## config.mk

```make
export PLATFORM = sky130hd
export DESIGN_NAME = obwin_xlat
export DESIGN_NICKNAME = d
export VERILOG_FILES = /design/src/rtl/obwin_pkg.sv /design/src/rtl/obwin_vec_regs.sv /design/src/rtl/obwin_match.sv /design/src/rtl/obwin_prio.sv /design/src/rtl/obwin_xlat.sv
export SDC_FILE = /design/constraint.sdc
export NUM_CORES = 1
export LEC_CHECK = 0
export BUFFER_PORTS_ARGS = -buffer_cell sky130_fd_sc_hd__buf_4
export CAP_MARGIN = 5
export CORE_MARGIN = 5
export CORE_UTILIZATION = 45
export DETAILED_ROUTE_END_ITERATION = 8
export GPL_TIMING_DRIVEN = 0
export PLACE_DENSITY = 0.71
export SLEW_MARGIN = 20
export SYNTH_ARGS = -nofsm -noshare
export SYNTH_HDL_FRONTEND = slang
export SYNTH_SLANG_ARGS = --single-unit
```

## constraint.sdc

```tcl
create_clock -name clk -period 1.85 [get_ports clk]
set_input_delay 0.0925 -clock clk [delete_from_list [all_inputs] [get_ports clk]]
set_output_delay 0.0925 -clock clk [all_outputs]
set_load 0.02 [all_outputs]
```

## src/rtl/obwin_pkg.sv

```systemverilog
package obwin_pkg;
  localparam int MAX_WIN = 6;
  localparam int AW      = 64;
  localparam int IDX_W   = 3;

  // Span mask of a window; a narrow window never covers the upper half.
  function automatic logic [AW-1:0] win_mask(input logic [AW-1:0] base,
                                             input logic [AW-1:0] high,
                                             input logic           is64);
    logic [AW-1:0] m;
    m = base ^ high;
    if (!is64) m[AW-1:AW/2] = '0;
    return m;
  endfunction
endpackage

```

## src/rtl/obwin_vec_regs.sv

```systemverilog
module obwin_vec_regs import obwin_pkg::*; #(
  parameter int NUM_WIN  = 6,
  parameter bit DYN_XLAT = 1'b1,
  parameter logic [MAX_WIN*AW-1:0] VEC_INIT = '0
) (
  input  logic                  clk,
  input  logic                  rst,
  input  logic                  wr_en,
  input  logic [IDX_W-1:0]      wr_idx,
  input  logic [AW-1:0]         wr_data,
  output logic [MAX_WIN*AW-1:0] vec_q
);
  logic wr_ok;
  assign wr_ok = DYN_XLAT && wr_en && (int'(wr_idx) < NUM_WIN);

  for (genvar g = 0; g < MAX_WIN; g++) begin : g_vec
    always_ff @(posedge clk) begin
      if (rst)
        vec_q[g*AW +: AW] <= VEC_INIT[g*AW +: AW];
      else if (wr_ok && wr_idx == IDX_W'(g))
        vec_q[g*AW +: AW] <= wr_data;
    end
  end
endmodule

```

## src/rtl/obwin_match.sv

```systemverilog
module obwin_match import obwin_pkg::*; #(
  parameter logic [AW-1:0] BASE = '0,
  parameter logic [AW-1:0] HIGH = '0,
  parameter bit            IS64 = 1'b0
) (
  input  logic [AW-1:0] addr,
  input  logic [AW-1:0] vec,
  output logic          hit,
  output logic [AW-1:0] xaddr
);
  localparam logic [AW-1:0] MASK = win_mask(BASE, HIGH, IS64);
  localparam logic [AW-1:0] KEEP = IS64 ? {AW{1'b1}} : {{(AW/2){1'b0}}, {(AW/2){1'b1}}};

  logic upper_ok;
  assign upper_ok = IS64 || (addr[AW-1:AW/2] == '0);
  assign hit      = upper_ok && ((addr & ~MASK) == (BASE & ~MASK));
  assign xaddr    = ((addr & MASK) | (vec & ~MASK)) & KEEP;
endmodule

```

## src/rtl/obwin_prio.sv

```systemverilog
module obwin_prio import obwin_pkg::*; #(
  parameter int NUM_WIN = 6
) (
  input  logic [MAX_WIN-1:0] hits,
  output logic [MAX_WIN-1:0] onehot,
  output logic [IDX_W-1:0]   idx,
  output logic               any
);
  always_comb begin
    onehot = '0;
    idx    = '0;
    any    = 1'b0;
    for (int g = MAX_WIN - 1; g >= 0; g--) begin
      if (hits[g] && g < NUM_WIN) begin
        onehot = '0;
        onehot[g] = 1'b1;
        idx    = IDX_W'(g);
        any    = 1'b1;
      end
    end
  end
endmodule

```

## src/rtl/obwin_xlat.sv

```systemverilog
module obwin_xlat import obwin_pkg::*; #(
  parameter int NUM_WIN  = 6,
  parameter bit DYN_XLAT = 1'b1,
  parameter logic [MAX_WIN*AW-1:0] WIN_BASE = {
    64'h0000_0000_0000_0000, 64'h0000_0010_0000_0000, 64'h0000_0000_0000_0000,
    64'h0000_0000_FE00_0000, 64'h0000_0000_ABCD_E000, 64'h0000_0000_1234_0000},
  parameter logic [MAX_WIN*AW-1:0] WIN_HIGH = {
    64'h0000_0000_0000_0FFF, 64'h0000_0010_FFFF_FFFF, 64'h0000_0000_0000_007F,
    64'h0000_0000_FFFF_FFFF, 64'h0000_0000_ABCD_FFFF, 64'h0000_0000_1234_FFFF},
  parameter logic [MAX_WIN*AW-1:0] WIN_VEC = {
    64'h7777_0000_0000_0000, 64'hABCD_0000_0000_0000, 64'h0000_0000_8765_4380,
    64'h0000_0000_4000_0000, 64'h0000_0000_FEDC_0000, 64'h0000_0000_5671_0000},
  parameter logic [MAX_WIN-1:0] WIN_IS64 = 6'b110000
) (
  input  logic             clk,
  input  logic             rst,
  input  logic             lk_valid,
  input  logic [AW-1:0]    lk_addr,
  input  logic             wr_en,
  input  logic [IDX_W-1:0] wr_idx,
  input  logic [AW-1:0]    wr_data,
  output logic             out_valid,
  output logic             out_hit,
  output logic [IDX_W-1:0] out_win,
  output logic [AW-1:0]    out_addr
);
  logic [MAX_WIN*AW-1:0] vec_q;
  logic [MAX_WIN-1:0]    hit_raw;
  logic [MAX_WIN-1:0]    sel_oh;
  logic [AW-1:0]         xa [MAX_WIN];
  logic [AW-1:0]         xa_sel;
  logic [IDX_W-1:0]      sel_idx;
  logic                  any_hit;

  obwin_vec_regs #(.NUM_WIN(NUM_WIN), .DYN_XLAT(DYN_XLAT), .VEC_INIT(WIN_VEC)) u_vec (
    .clk(clk), .rst(rst), .wr_en(wr_en), .wr_idx(wr_idx), .wr_data(wr_data),
    .vec_q(vec_q)
  );

  for (genvar g = 0; g < MAX_WIN; g++) begin : g_win
    obwin_match #(
      .BASE(WIN_BASE[g*AW +: AW]), .HIGH(WIN_HIGH[g*AW +: AW]), .IS64(WIN_IS64[g])
    ) u_match (
      .addr(lk_addr), .vec(vec_q[g*AW +: AW]), .hit(hit_raw[g]), .xaddr(xa[g])
    );
  end

  obwin_prio #(.NUM_WIN(NUM_WIN)) u_prio (
    .hits(hit_raw), .onehot(sel_oh), .idx(sel_idx), .any(any_hit)
  );

  // AND-OR select keyed by the one-hot winner
  always_comb begin
    xa_sel = '0;
    for (int g = 0; g < MAX_WIN; g++)
      if (sel_oh[g]) xa_sel = xa_sel | xa[g];
  end

  always_ff @(posedge clk) begin
    if (rst) begin
      out_valid <= 1'b0;
      out_hit   <= 1'b0;
      out_win   <= '0;
      out_addr  <= '0;
    end else begin
      out_valid <= lk_valid;
      if (lk_valid && any_hit) begin
        out_hit  <= 1'b1;
        out_win  <= sel_idx;
        out_addr <= xa_sel;
      end else begin
        out_hit  <= 1'b0;
        out_win  <= '0;
        out_addr <= '0;
      end
    end
  end
endmodule

```

; Word level (Yosys, flattened, before mapping)
; Cells that the tools add are included.
[classes]
n_lt_le_gt_ge = 1
eq_ne = 9
muxes = 24
bitwise = 12
reduce_logical = 20
[op_table]
columns = op, n
row1 = two-way mux 64 bit, 4
row2 = zero test 64 bit, 2
row3 = OR 64 x 32 -> 64 bit, 2
row4 = OR 64 bit, 2
row5 = two-way mux 32 bit, 2
row6 = OR 12 x 64 -> 64 bit, 1
row7 = OR 32 x 64 -> 64 bit, 1
row8 = "== test 51 x 19 -> 1 bit, second input constant", 1
row9 = "== test 48 x 13 -> 1 bit, second input constant", 1
row10 = "== test 39 x 7 -> 1 bit, second input constant", 1
row11 = two-way mux 6 bit, 6
row12 = "== test 32 x 5 -> 1 bit, second input constant", 1
row13 = zero test 32 bit, 1
row14 = OR 13 x 32 -> 32 bit, 1
row15 = OR 16 x 32 -> 32 bit, 1
row16 = OR 25 x 32 -> 32 bit, 1
row17 = OR 32 bit, 1
row18 = OR 7 x 32 -> 32 bit, 1
row19 = logical AND 1 bit, 12
row20 = two-way mux 1 bit, 8
row21 = "== test 3 x 2 -> 1 bit, second input constant", 2
row22 = "== test 3 bit, second input constant", 2
row23 = two-way mux 3 bit, 2
row24 = OR reduction 6 bit, 1
row25 = other kinds (8), 9
[totals]
reg_bits = 325
out_inout_bits = 69
word_cells = 78

; Longest topological paths before layout
[logic_depth]
word_depth = 18
ltp_mapped = 7
depth_no_buf = 6

; Cells and area by module
; From an unflattened synthesis, not the netlist that was laid out.
[unflattened]
hier_cells = 2249
hier_area_um2 = 22411.5
[modules_own_cells]
columns = mod, n_inst, cells_each, area_each_um2, seq_area_each_um2
row1 = obwin_vec_regs, 1, 1365, 15020.7, 7687.4
row2 = obwin_xlat, 1, 380, 3663.5, 1381.3
row3 = obwin_match at g_win[1].u_match, 1, 83, 641.9, 0.0
row4 = obwin_match at g_win[3].u_match, 1, 85, 616.8, 0.0
row5 = obwin_match at g_win[0].u_match, 1, 82, 605.6, 0.0
row6 = obwin_match at g_win[5].u_match, 1, 82, 601.8, 0.0
row7 = obwin_match at g_win[2].u_match, 1, 80, 586.8, 0.0
row8 = obwin_match at g_win[4].u_match, 1, 75, 580.6, 0.0
row9 = obwin_prio, 1, 17, 93.8, 0.0

; Worst setup path before layout
; Ideal clock, no wire load.
[synth_path]
path_type = input to register
start = in lk_addr[20]
end = reg out_addr[18]
t_arrival_ns = 1.928
required_time_ns = 1.780
path_slack_ns = -0.148
path_stages = 7
path_buffers = 2
cell_sequence = or3_1 or3b_1 nor4_4 o311ai_2 buf_4 buf_2 a21oi_1
[synth_via]
elab_chain_len = 17
elab_cells_between_ends = 33
cone_classes = eq/ne: 2 / mux: 18 / bitwise: 6 / reduce/logical: 7
[synth_rtl]
columns = item, line
row1 = start: declaration, obwin_xlat.sv:18  ; input logic [AW-1:0] lk_addr,
row2 = zero test 64 bit, obwin_match.sv:16  ; assign hit = upper_ok && ((addr & ~MASK) == (BASE & ~MASK));
row3 = logical AND 1 bit, obwin_match.sv:16
row4 = two-way mux 6 bit (4 in series), obwin_prio.sv:14  ; if (hits[g] && g < NUM_WIN) begin
row5 = two-way mux 32 bit, obwin_xlat.sv:56  ; if (sel_oh[g]) xa_sel = xa_sel | xa[g];
row6 = OR 32 bit, obwin_xlat.sv:56
row7 = two-way mux 32 bit, obwin_xlat.sv:56
row8 = OR 64 x 32 -> 64 bit, obwin_xlat.sv:56
row9 = two-way mux 64 bit, obwin_xlat.sv:56
row10 = OR 64 x 32 -> 64 bit, obwin_xlat.sv:56
row11 = two-way mux 64 bit, obwin_xlat.sv:56
row12 = OR 64 bit, obwin_xlat.sv:56
row13 = two-way mux 64 bit, obwin_xlat.sv:56
row14 = OR 64 bit, obwin_xlat.sv:56
row15 = two-way mux 64 bit, obwin_xlat.sv:56
row16 = end signal: assignment, obwin_xlat.sv:70  ; out_addr <= xa_sel;
row17 = end: declaration, obwin_xlat.sv:25  ; output logic [AW-1:0] out_addr
; Several ways; a longest one is shown, not always the timed one.
; A chain may end at the register's enable or synchronous reset.

; Worst setup path in the final report
[layout_path]
start = in lk_addr[36]
end = reg out_addr[30]
[layout_via]
elab_chain_len = 17
elab_cells_between_ends = 37
cone_classes = eq/ne: 4 / mux: 18 / bitwise: 6 / reduce/logical: 9
[layout_rtl]
columns = item, line
row1 = "== test 32 x 5 -> 1 bit, or another cell as far along", obwin_match.sv:16
row2 = two-way mux 6 bit / logical AND 1 bit (equally long branches), "obwin_prio.sv:14, obwin_match.sv:16"
row3 = two-way mux 6 bit (4 in series), obwin_prio.sv:14
row4 = two-way mux 32 bit, obwin_xlat.sv:56
row5 = OR 32 bit, obwin_xlat.sv:56
row6 = two-way mux 32 bit, obwin_xlat.sv:56
row7 = OR 64 x 32 -> 64 bit, obwin_xlat.sv:56
row8 = two-way mux 64 bit, obwin_xlat.sv:56
row9 = OR 64 x 32 -> 64 bit, obwin_xlat.sv:56
row10 = two-way mux 64 bit, obwin_xlat.sv:56
row11 = OR 64 bit, obwin_xlat.sv:56
row12 = two-way mux 64 bit, obwin_xlat.sv:56
row13 = OR 64 bit, obwin_xlat.sv:56
row14 = two-way mux 64 bit, obwin_xlat.sv:56
; Several ways; a longest one is shown, not always the timed one.

==> impl_metrics.ini <==
[run_status]
status = finished, final reports clean

[grt]
antenna_found_initial = 0
grt_overflow = 0
grtUsageTotal_pct = 26.40
first_global_vias = 8677
grt_pass1_wl_um = 46490
grt_max_degree = 14

[yosys]
ys.flop_type = dfxtp_1
netlist_area_um2 = 8597
async_reset_ff_share_pct = 0
synth.most_common_cell = nand2_1
yosys.area.top_type = dfxtp_1
synth_area_leaders = dfxtp_1, nand2_1, a21oi_1
yosysWarningCount = 0
synthCells = 989
syn-num-nets = 1124
synthDistinctLibCells = 41
synth.ff_latch_count = 220
yosys-top-cells-count = nand2_1, dfxtp_1, a21oi_1
synth-seq-area-share_pct = 51.23
synth_edf_count = 0
syn_avg_cell_area_um2 = 8.693
yosys.area.top_type_share_pct = 51.23

[clocking]
ctsLongestPathBuffers = 3
cts.sinks = 220
cts_inserted_buffers = 24
clkSlewWorstSetupHoldPaths_ns = 0.06
clk_latency_ns = 0.51
htreeDepth = 1
clock-root-buffer = clkbuf_16
cts_tree = yes

[floorplanning]
io_pins = 204
die_x_um = 148.2
rows = 50
dieArea_um2 = 21970
dieHeight_um = 148.2
start_util_pct = 45.81
core_um2 = 18770

[pwr]
combPwrFrac_pct = 8.3
powerDensity_nw_per_um2 = 856.5
p_int_uw = 8004
irDropWorstVdd_v = 0.0007351
p_leak_uw = 0.004769
p_switching_uw = 2372
clock_power_share_pct = 44.8
p_sw_share_pct = 22.86
power_frac_seq_pct = 46.9

[critical_path]
rrSetupSlack_ns = 0.71
cp_cell_sequence = clkbuf_2 -> or4_4 -> nor3_2 -> clkbuf_2 -> nand2_1 -> a31oi_2
crit_type = in -> reg
cp_common_cell = clkbuf_2
crit_path_start_kind = primary input
max_stage_delay_ns = 0.61
end_kind = register
cp.required_ns = 2.27
critPathArrivalTime_ns = 2.26
critPathSlowestCell = or4_4
cp_max_fo = 10

[timing]
period_needed_ns = 1.837
skew_ns = 0.007294
worst_slew_margin_rel_pct = 29.19
max_slew.worst_pin.slew_ns = 1.054
setup_viol = 0
fin_crit_sh_pct = 99.30
layout_setup_ws_ns = 0.01304
holdWs_ns = 0.01687
slew_viol_final = 0
hold_violations = 0
max_freq_mhz = 544.4

[drt]
drc = 0
drt_iter0_markers = 672
routed_wl_um = 30170
dr.pass1.iters = 6
wl_per_cell_um = 19.50
num_vias = 8635
ant_nets = 0
routed_via_density = 5.582

[placement]
dp_slack_ns = -0.9445
dp_cells = 1419
gp_congestion = 0.8995
dp_hpwl_um = 20500
io_buffers = 195

[run]
cap_violations = 0

[final_layout]
nets = 1432
fin_cells = 1547
drive_above_1_share_pct = 24.45
area_growth_pct = 40.93
diodes = 0

[worst_hold_path]
hp-class = in -> reg
worst max-delay path, delay by kind of cell:
family,cells,cell delay (ns)
AOI/OAI and AO/OA,1,0.21
buffers and inverters,2,0.64
and+or+nand+nor,3,1.31
cells by family (layout without fill, tap and decap cells):
| family | Yosys count | after routing | share of synthesized area (%) |
|---|---|---|---|
| compound gates | 175 | 175 | 13.26 |
| buf+inv | 76 | 400 | 3.537 |
| flops | 220 | 220 | 51.23 |
| mux | 26 | 26 | 3.318 |
| simple gates | 492 | 492 | 28.66 |
repair_timing:
action / 4_1_cts / 5_1_grt
setup endpoints to repair: 67 / 35
hold buffers: 79 / 0
cloned: 0 / 1
resized for setup: 13 / 20
pin swaps: 5 / 1
endpoints found under the hold margin: 172 / 0
setup buffers: 5 / 1
final timing paths:
check,cells after the start,start,endpoint
worst max register to register,3,u_vec.vec_q[334]$_SDFFE_PP0P_,out_addr[14]$_SDFF_PP0_
worst min register to register,2,u_vec.vec_q[204]$_SDFFE_PP0P_,u_vec.vec_q[204]$_SDFFE_PP0P_
worst min-delay path,4,lk_addr[20],out_addr[20]$_SDFF_PP0_
worst max-delay path,6,lk_addr[36],out_addr[30]$_SDFF_PP0_
area by class of cell:
cell class | count | area (um^2)
flip-flops and latches | 220 | 4404
inverters | 1 | 3.754
clock buffers | 37 | 740.7
multi-input cells | 693 | 3989
fillers | 1562 | 6653
well taps | 234 | 292.8
plain buffers | 75 | 336.6
clock inverters | 5 | 36.28
repair buffers | 282 | 2312
per-layer routing:
layer	part of all wire, %	GRT usage (%)	vias to the layer above	routed length (um)
met5	0	0	-	0
met4	3.7	9.838	0	1127
met3	9.3	5.119	79	2819
met2	49	45.76	443	14650
met1	38	32.63	4038	11580
li1	-	-	4075	-
cells in the final DEF (no fill, tap or decap), types with 3 or more instances in the layout:
cell,instances
a31oi_1,5
clkinv_2,4
nor3_1,4
nor2_1,17
a222oi_1,10
nor4_1,16
a32oi_1,32
buf_4,205
clkbuf_1,61
nand4_1,9
dfxtp_1,220
clkbuf_16,25
clkbuf_2,8
a21oi_1,103
nor2b_1,15
mux2i_1,6
o311ai_0,5
nand2_1,322
nand2b_1,3
a221oi_1,9
clkbuf_4,3
clkbuf_8,7
and2_1,7
mux2_2,20
nand3_1,4
buf_6,3
nor4_2,27
nand3b_1,54
dlygate4sd3_1,79
sequential cells by signal, indices dropped and copies added (netlist names):
signal and count:
u_vec.vec_q 151, out_addr 64, out_win 3, out_hit 1
out_valid 1
power groups by stage:
| stage | Combinational, uW | Clock (uW) | Sequential, uW |
|---|---|---|---|
| 2_1_floorplan | 297 | 0 | 4960 |
| 3_3_place_gp | 687 | 0 | 4970 |
| 3_5_place_dp | 694 | 0 | 4970 |
| 4_1_cts | 838 | 4680 | 4870 |
| 5_1_grt | 918 | 4910 | 4880 |
| 6_report | 858 | 4650 | 4870 |
per-stage QoR:
step / setup TNS (ns) / power [uW] / cell area, um^2 / util [%]
floorplan: -2.262 / 5260 / 8625 / -
CTS: 0 / 10390 / 12040 / 64.15
global route: -0.03279 / 10710 / 12120 / 64.55
detailed placement: -52.71 / 5667 / 10390 / 55.38
finish: 0 / 10380 / 12120 / 64.55
global placement: -55.80 / 5658 / 10380 / 55.31
Power figures use the tool's default switching activity.
